$ cat src/rtl/flag_ofs_pkg.sv
package flag_ofs_pkg;

  typedef struct packed {
    logic loadDef;   // apply reset default
    logic defLarge;  // default choice
    logic shiftAe;   // shift serial bit into almost-empty
    logic shiftAf;   // shift serial bit into almost-full
    logic wrAe;      // parallel write almost-empty
    logic wrAf;      // parallel write almost-full
    logic rdAe;      // read almost-empty
    logic rdAf;      // read almost-full
    logic clrRd;     // clear readback register
  } ofsStrobe_t;

endpackage

$ cat src/rtl/flag_ofs_ctrl.sv
module flag_ofs_ctrl
  import flag_ofs_pkg::*;
#(
  parameter int OFFSET_W = 12
) (
  input  logic       clk,
  input  logic       mrst,
  input  logic       prst,
  input  logic       ldEn,
  input  logic       serEn,
  input  logic       wrEn,
  input  logic       rdEn,
  output ofsStrobe_t strb
);

  localparam int CNT_W = $clog2(2 * OFFSET_W);
  localparam logic [CNT_W-1:0] CNT_LAST = CNT_W'(2 * OFFSET_W - 1);
  localparam logic [CNT_W-1:0] CNT_HALF = CNT_W'(OFFSET_W);

  logic             serialMode;
  logic             wrSel;      // 0: almost-empty next, 1: almost-full next
  logic             rdSel;
  logic [CNT_W-1:0] bitCnt;
  logic             armed = 1'b0;

  logic opOk;
  logic shiftOk;
  logic writeOk;
  logic readOk;

  always_comb begin
    opOk    = !mrst && !prst && ldEn;
    shiftOk = opOk && serEn && serialMode;
    writeOk = opOk && wrEn && !serialMode;
    readOk  = opOk && rdEn;

    strb          = '0;
    strb.loadDef  = mrst;
    strb.defLarge = ldEn;
    strb.clrRd    = mrst;
    strb.shiftAe  = shiftOk && (bitCnt < CNT_HALF);
    strb.shiftAf  = shiftOk && (bitCnt >= CNT_HALF);
    strb.wrAe     = writeOk && !wrSel;
    strb.wrAf     = writeOk && wrSel;
    strb.rdAe     = readOk && !rdSel;
    strb.rdAf     = readOk && rdSel;
  end

  always_ff @(posedge clk) begin
    if (mrst) begin
      serialMode <= ldEn;
      wrSel      <= 1'b0;
      rdSel      <= 1'b0;
      bitCnt     <= '0;
      armed      <= 1'b1;
    end else if (prst) begin
      wrSel  <= 1'b0;
      rdSel  <= 1'b0;
      bitCnt <= '0;
    end else begin
      if (writeOk) wrSel <= ~wrSel;
      if (readOk)  rdSel <= ~rdSel;
      if (shiftOk) bitCnt <= (bitCnt == CNT_LAST) ? '0 : bitCnt + 1'b1;
    end
  end

  // method only changes under master reset
  p_mode_hold_r6: assert property (@(posedge clk) disable iff (!armed)
    !mrst |=> $stable(serialMode));

  // partial reset restarts every sequence
  p_seq_restart_r6: assert property (@(posedge clk) disable iff (!armed)
    (prst && !mrst) |=> (!wrSel && !rdSel && bitCnt == '0));

  // serial bit counter never leaves its range
  p_cnt_range_r3: assert property (@(posedge clk) disable iff (!armed)
    bitCnt <= CNT_LAST);

  // without load control the sequencing does not advance
  p_no_ld_hold_r8: assert property (@(posedge clk) disable iff (!armed)
    (!ldEn && !mrst && !prst) |=> ($stable(wrSel) && $stable(rdSel) && $stable(bitCnt)));

endmodule

$ cat src/rtl/flag_ofs_datapath.sv
module flag_ofs_datapath
  import flag_ofs_pkg::*;
#(
  parameter int OFFSET_W  = 12,
  parameter int DATA_W    = 12,
  parameter int DEF_SMALL = 127,
  parameter int DEF_LARGE = 1023
) (
  input  logic                clk,
  input  ofsStrobe_t          strb,
  input  logic                serIn,
  input  logic [DATA_W-1:0]   wrData,
  output logic [DATA_W-1:0]   rdData,
  output logic [OFFSET_W-1:0] aeReg,
  output logic [OFFSET_W-1:0] afReg
);

  localparam logic [OFFSET_W-1:0] SMALL_V = OFFSET_W'(DEF_SMALL);
  localparam logic [OFFSET_W-1:0] LARGE_V = OFFSET_W'(DEF_LARGE);

  logic [OFFSET_W-1:0] wrWord;
  logic [OFFSET_W-1:0] defWord;
  logic [DATA_W-1:0]   aeWide;
  logic [DATA_W-1:0]   afWide;
  logic                armed = 1'b0;

  generate
    if (DATA_W > OFFSET_W) begin : g_pad
      assign wrWord = wrData[OFFSET_W-1:0];
      assign aeWide = {{(DATA_W-OFFSET_W){1'b0}}, aeReg};
      assign afWide = {{(DATA_W-OFFSET_W){1'b0}}, afReg};
    end else begin : g_exact
      assign wrWord = wrData[OFFSET_W-1:0];
      assign aeWide = aeReg[DATA_W-1:0];
      assign afWide = afReg[DATA_W-1:0];
    end
  endgenerate

  assign defWord = strb.defLarge ? LARGE_V : SMALL_V;

  always_ff @(posedge clk) begin
    if (strb.loadDef) begin
      aeReg <= defWord;
      afReg <= defWord;
      armed <= 1'b1;
    end else begin
      if (strb.shiftAe)     aeReg <= {aeReg[OFFSET_W-2:0], serIn};
      else if (strb.wrAe)   aeReg <= wrWord;
      if (strb.shiftAf)     afReg <= {afReg[OFFSET_W-2:0], serIn};
      else if (strb.wrAf)   afReg <= wrWord;
    end
  end

  always_ff @(posedge clk) begin
    if (strb.clrRd)       rdData <= '0;
    else if (strb.rdAe)   rdData <= aeWide;
    else if (strb.rdAf)   rdData <= afWide;
  end

  // at most one register update source per cycle
  p_one_source_r7: assert property (@(posedge clk) disable iff (!armed)
    $onehot0({strb.loadDef, strb.shiftAe, strb.shiftAf, strb.wrAe, strb.wrAf}));

  // defaults follow the load control level at master reset
  p_default_r1: assert property (@(posedge clk)
    strb.loadDef |=> (aeReg == ($past(strb.defLarge) ? LARGE_V : SMALL_V)) && (afReg == aeReg));

  // readback of almost-empty lands one clock later
  p_read_ae_r5: assert property (@(posedge clk) disable iff (!armed)
    (strb.rdAe && !strb.clrRd) |=> rdData == DATA_W'($past(aeReg)));

  // almost-full holds when nothing targets it
  p_af_hold_r4: assert property (@(posedge clk) disable iff (!armed)
    !(strb.loadDef || strb.shiftAf || strb.wrAf) |=> $stable(afReg));

endmodule

$ cat src/rtl/flag_offset_prog.sv
module flag_offset_prog
  import flag_ofs_pkg::*;
#(
  parameter int OFFSET_W  = 12,
  parameter int DATA_W    = 12,
  parameter int DEF_SMALL = 127,
  parameter int DEF_LARGE = 1023
) (
  input  logic                clk,
  input  logic                mrst,
  input  logic                prst,
  input  logic                ldEn,
  input  logic                serEn,
  input  logic                serIn,
  input  logic                wrEn,
  input  logic [DATA_W-1:0]   wrData,
  input  logic                rdEn,
  output logic [DATA_W-1:0]   rdData,
  output logic [OFFSET_W-1:0] aeOffset,
  output logic [OFFSET_W-1:0] afOffset
);

  ofsStrobe_t strb;

  flag_ofs_ctrl #(.OFFSET_W(OFFSET_W)) ctrl_i (
    .clk   (clk),
    .mrst  (mrst),
    .prst  (prst),
    .ldEn  (ldEn),
    .serEn (serEn),
    .wrEn  (wrEn),
    .rdEn  (rdEn),
    .strb  (strb)
  );

  flag_ofs_datapath #(
    .OFFSET_W (OFFSET_W),
    .DATA_W   (DATA_W),
    .DEF_SMALL(DEF_SMALL),
    .DEF_LARGE(DEF_LARGE)
  ) dp_i (
    .clk    (clk),
    .strb   (strb),
    .serIn  (serIn),
    .wrData (wrData),
    .rdData (rdData),
    .aeReg  (aeOffset),
    .afReg  (afOffset)
  );

endmodule

$ cat config.mk
export PLATFORM = sky130hd
export DESIGN_NAME = flag_offset_prog
export DESIGN_NICKNAME = d
export VERILOG_FILES = /design/src/rtl/flag_ofs_pkg.sv /design/src/rtl/flag_ofs_ctrl.sv /design/src/rtl/flag_ofs_datapath.sv /design/src/rtl/flag_offset_prog.sv
export SDC_FILE = /design/constraint.sdc
export NUM_CORES = 1
export LEC_CHECK = 0
export BUFFER_PORTS_ARGS = -buffer_cell sky130_fd_sc_hd__buf_2
export CORE_MARGIN = 2
export CORE_UTILIZATION = 52
export DETAILED_ROUTE_END_ITERATION = 10
export GPL_ROUTABILITY_DRIVEN = 0
export PLACE_DENSITY = 0.83
export SETUP_SLACK_MARGIN = 0.2
export SLEW_MARGIN = 20
export SYNTH_ARGS = -nofsm -noshare
export SYNTH_HDL_FRONTEND = slang
export SYNTH_SLANG_ARGS = --single-unit
$ cat constraint.sdc
create_clock -name clk -period 3.1 [get_ports clk]
set_input_delay 0.31 -clock clk [delete_from_list [all_inputs] [get_ports clk]]
set_output_delay 0.31 -clock clk [all_outputs]
set_load 0.1 [all_outputs]
# Word-level counts from Yosys, hierarchy flattened
# Cells that the tools add are included.
[classes]
n_eq_ne = 1
magnitude_cmp = 2
reduce_logical = 22
n_mux = 10
bitwise = 2
addsub = 1
[op_table]
columns = ["operator", "count"]
rows = [
  ["two-way mux 12 bit", 8],
  ["logical AND 1 bit", 13],
  ["two-way mux 10 bit", 1],
  ["nonzero test 3 bit", 2],
  ["adder 5 x 1 -> 5 bit (second input constant)", 1],
  ["== test 5 bit (second input constant)", 1],
  [">= comparator 5 x 4 -> 1 bit (second input constant)", 1],
  ["zero test 1 bit", 5],
  ["less-than comparator 5 x 4 -> 1 bit (second input constant)", 1],
  ["two-way mux 5 bit", 1],
  ["inverter 1 bit", 2],
  ["nonzero test 2 bit", 1],
  ["OR reduction 2 bit", 1],
]
[totals]
out_inout_bits = 36
regBits = 44
input_bits = 20

# Longest topological paths before layout
[logic_depth]
ltp_word = 9
depth_mapped = 5
depth_no_buf = 4

# Modules after synthesis
# From an unflattened synthesis, not the netlist that was laid out.
[unflattened]
hier_cells = 189
hier_area_um2 = 2214.6
[modules_own_cells]
columns = ["mod", "n_inst", "cells_each", "area_each_um2"]
rows = [
  ["flag_ofs_datapath", 1, 134, 1765.4],
  ["flag_ofs_ctrl", 1, 55, 449.2],
]

# Worst setup path before layout
# No wires, ideal clock.
[synth_path]
kind = "input -> register"
start = "input port mrst"
end = "register dp_i.afReg[0], enable pin"
arrival_ns = 2.062
slack_ns = 0.636
setup_time_ns = 0.402
required_time_ns = 2.698
path_buffers = 2
stages = 4
cell_sequence = "or3b_1 > buf_2 > buf_2 > o311ai_1"
[synth_between]
elab_chain_len = 7
word_cells_on_any_way = 10
classes_between = "reduce/logical (10)"
[synth_rtl]
columns = ["element", "line", "rtl"]
rows = [
  ["from (decl)", "flag_offset_prog.sv:10", "input logic mrst,"],
  ["zero test 1 bit", "flag_ofs_ctrl.sv:32", "opOk = !mrst && !prst && ldEn;"],
  ["logical AND 1 bit (2 in a row)", "flag_ofs_ctrl.sv:32", ""],
  ["logical AND 1 bit, on equally long branches (2 in a row)", "flag_ofs_ctrl.sv:34, flag_ofs_ctrl.sv:33", ""],
  ["logical AND 1 bit, on equally long branches", "flag_ofs_ctrl.sv:44, flag_ofs_ctrl.sv:42", ""],
  ["nonzero test 3 bit (no source line) (*)", "-", ""],
  ["to (signal assigned)", "flag_ofs_datapath.sv:44", "afReg <= defWord;"],
  ["to (signal assigned)", "flag_ofs_datapath.sv:49", "if (strb.shiftAf) afReg <= {afReg[OFFSET_W-2:0], serIn};"],
  ["to (signal assigned)", "flag_ofs_datapath.sv:50", "else if (strb.wrAf) afReg <= wrWord;"],
  ["to (decl)", "flag_ofs_datapath.sv:15", "output logic [OFFSET_W-1:0] afReg"],
]
# Mark *: on every way between the ends. The rest lies on a longest branch, timed or not.
# A chain may end at the register's enable or synchronous reset.

# Worst setup path in the final report
[layout_path]
start = "register ctrl_i.serialMode"
end = "register dp_i.afReg[1], enable pin"
[layout_between]
elab_chain_len = 4
word_cells_on_any_way = 6
classes_between = "reduce/logical (6)"
[layout_rtl]
columns = ["element", "line", "rtl"]
rows = [
  ["from (decl)", "flag_ofs_ctrl.sv:20", "logic serialMode;"],
  ["from (signal assigned)", "flag_ofs_ctrl.sv:51", "serialMode <= ldEn;"],
  ["zero test 1 bit", "flag_ofs_ctrl.sv:34", "writeOk = opOk && wrEn && !serialMode;"],
  ["logical AND 1 bit", "flag_ofs_ctrl.sv:34", ""],
  ["logical AND 1 bit", "flag_ofs_ctrl.sv:44", "strb.wrAf = writeOk && wrSel;"],
  ["nonzero test 3 bit (no source line) (*)", "-", ""],
]
# Marked as above.

==> reports/results.txt <==
clock tree buffer depth - 2
floorplan row count - 23
PortBufs - 55
total routed wirelength - 5.29 mm
CP Class - register to register
RSZ-0062 raised after global routing - false
Post-CTS Resized - 0
crit path cell chain - and2_1, nand3_2, o311ai_2, buf_4
minimum clock period - 2.14 ns
share of layout cells above drive strength 1 - 28.0%
register area share after synthesis - 52.0%
Hold Vio Cnt, Final - 0
min-delay src - ldEn
Final nets - 285
DR vias - 1890
CTS sink count - 44
Synthesized Nets - 238
clock root buffer master - clkbuf_8
synthesized area - 2170 µm²
total congestion overflow after global routing - 0
Routed Antenna Nets - 0
DRC viols - 0
VDD IR max - 0.250 mV
status - complete, no violations
Crit. Startpoint - ctrl_i.serialMode$_DFFE_PP_
RR Startpoint - ctrl_i.serialMode$_DFFE_PP_
Final setup viols - 0
TritonCTS buffer count - 5
Routed WL per cell - 16.8 µm
synth unique cells - 33
largest family of logic cells by synthesized area - simple AND/OR/NAND/NOR gates
fin crit share - 69.1%
Slew Limit Fails - 0
Slew @ Worst Pin - 0.853 ns
slowest CP cell - and2_1
required time worst endpoint - 3.11 ns
Finished Core Util - 64.6%
Detailed Place HPWL - 3.74 mm
WHS - 0.250 ns
vias in the first global route - 1709
Ports - 56
H-tree depth - 2
Via-to-Cell Ratio - 6.02
Synthesis Warnings - 0
startpoint types - register
post-synthesis area per instance - 10.1 µm²
PD cells - 520 nW/µm²
worst path bufs/invs - 1
max cap viols - 0
HP Class - input pin to register
Synth Area in XOR/XNOR - 0.403%
CTS tree - done
Max-slew headroom - 43.0%
Compound-Gate Fraction of Synth Area - 16.2%
post-synthesis mux area share - 7.94%
Worst Skew - 0.00598 ns
Chip Width - 68.7 µm
CP Max Fanout - 18
initial antenna violation count - 0
area grow syn2layout - 18.8%
Adder-Cell Fraction of Synth Area - 1.15%
Worst path top cell family by delay - simple AND/OR/NAND/NOR gates
Starting DRT DRC Count - 106
Tot GR Track Use - 24.0%
die height - 68.7 µm
simple-gate area share of the yosys netlist - 17.5%
Leakage - 0.927 nW
Post-CTS Setup Repair Bufs - 0
Reg clk slew, reported paths - 0.08 ns
fmax - 0.466 GHz
Syn Inst Count - 216
diode count - 0
Synth Register Bits - 44
Die ar. - 4710 µm²
first-pass GRT wire length - 8.22 mm
final setup TNS - 0 ns
initial cell density of the core - 54.4%
CP Capture Type - register
Post-CTS Hold Buffers - 0
largest net degree at the start of global routing - 29
later-pin clock latency in the skew report - 0.30 ns
biggest cell delay along the critical path - 0.54 ns
Initial DRT Pass Iterations - 5
CP arrival - 2.15 ns
area of the core - 4000 µm²
[worst paths after layout]
path                                  to  slack, ns  cells after the start
max          dp_i.afReg[1]$_SDFFCE_PP1P_       0.96                      4
min          ctrl_i.serialMode$_DFFE_PP_       0.25                      1
max reg2reg  dp_i.afReg[1]$_SDFFCE_PP1P_       0.96                      4
min reg2reg    ctrl_i.wrSel$_SDFFE_PP0N_       0.50                      2
[where the power goes]
group | switching [W] | internal, W
combinational | 0.000252 | 0.0000547
sequential | 0.0000204 | 0.000648
clock | 0.000190 | 0.000178
[synthesized netlist by cell type]
master | n | area [µm²]
a21oi_1 | 13 | 65.1
o21ai_1 | 10 | 50.1
nor3b_2 | 1 | 12.5
edfxtp_1 | 25 | 751
nor3_1 | 1 | 5.00
nand3b_1 | 1 | 7.51
ha_1 | 2 | 25.0
inv_1 | 4 | 15.0
nor4_1 | 17 | 106
clkbuf_1 | 13 | 48.8
and2_1 | 1 | 6.26
nor2_1 | 25 | 93.8
a211oi_1 | 15 | 113
or2_2 | 1 | 6.26
or3b_1 | 1 | 8.76
nand4_1 | 6 | 37.5
o2111ai_1 | 1 | 8.76
a31oi_1 | 10 | 62.6
buf_2 | 8 | 40.0
xnor2_1 | 1 | 8.76
nand3_1 | 6 | 30.0
nand2b_1 | 2 | 12.5
nand3_2 | 1 | 10.0
nor2b_1 | 2 | 12.5
or3_1 | 1 | 6.26
a21o_1 | 1 | 7.51
nor4bb_1 | 1 | 10.0
o311ai_1 | 1 | 8.76
o31ai_1 | 5 | 37.5
mux2_1 | 2 | 22.5
nand2_1 | 4 | 15.0
mux2i_1 | 15 | 150
dfxtp_1 | 19 | 380
[registers in the layout, summed over array words and instances (netlist names)]
register / flops
dp_i.aeReg: 12
ctrl_i.rdSel: 1
dp_i.rdData: 12
ctrl_i.bitCnt: 5
ctrl_i.wrSel: 1
ctrl_i.serialMode: 1
dp_i.afReg: 12
[metrics by stage]
stage	total power [W]	setup WS [ns]	instance area, µm²	instances
after CTS	0.00134	0.959	2580	314
after global routing	0.00139	0.778	2580	314
final	0.00134	0.956	2580	314
after global placement	0.000984	0.888	2490	306
after detailed placement	0.000988	0.869	2490	306
after floorplan	0.000923	0.636	2170	216
[area by class of cell]
type / count / area (µm²)
fillers: 330 / 1420
flip-flops and latches: 44 / 1130
multi-input cells: 147 / 962
repair buffers: 61 / 320
clock buffers: 6 / 82.6
well taps: 50 / 62.6
inverters: 4 / 15.0
clock inverters: 2 / 10.0
[layer usage]
metal	GRT usage [%]	vias to the layer above	part of all wire (%)
li1	-	916	-
met1	32.0	869	44
met4	6.25	0	0.62
met5	0	-	0
met2	39.4	99	47
met3	5.19	6	8.0
[layout by cell type, fill, tap and decap left out, types with 2 or more instances in the layout]
cell type and instances:
clkinv_2 2, a31oi_1 10, nand4_1 6, mux2i_1 15, nor2_1 25, buf_4 6, nor2b_1 2, a21oi_1 13
buf_2 55, o21ai_1 10, clkbuf_8 6, o31ai_1 5, nor4_1 17, mux2_1 2, dfxtp_1 19, nand3_1 6
a211oi_1 15, inv_1 4, nand2b_1 2, edfxtp_1 25, ha_1 2, nand2_1 4
[cell families (layout without fill, tap and decap cells)]
family | count (synthesis) | in the layout
and+or+nand+nor | 71 | 71
AOI/OAI and AO/OA | 56 | 56
DFF | 44 | 44
buffers and inverters | 25 | 73
muxes | 17 | 17
adders and majority gates | 2 | 2
xor gates and xnor gates | 1 | 1
Power figures use the tool's default switching activity.
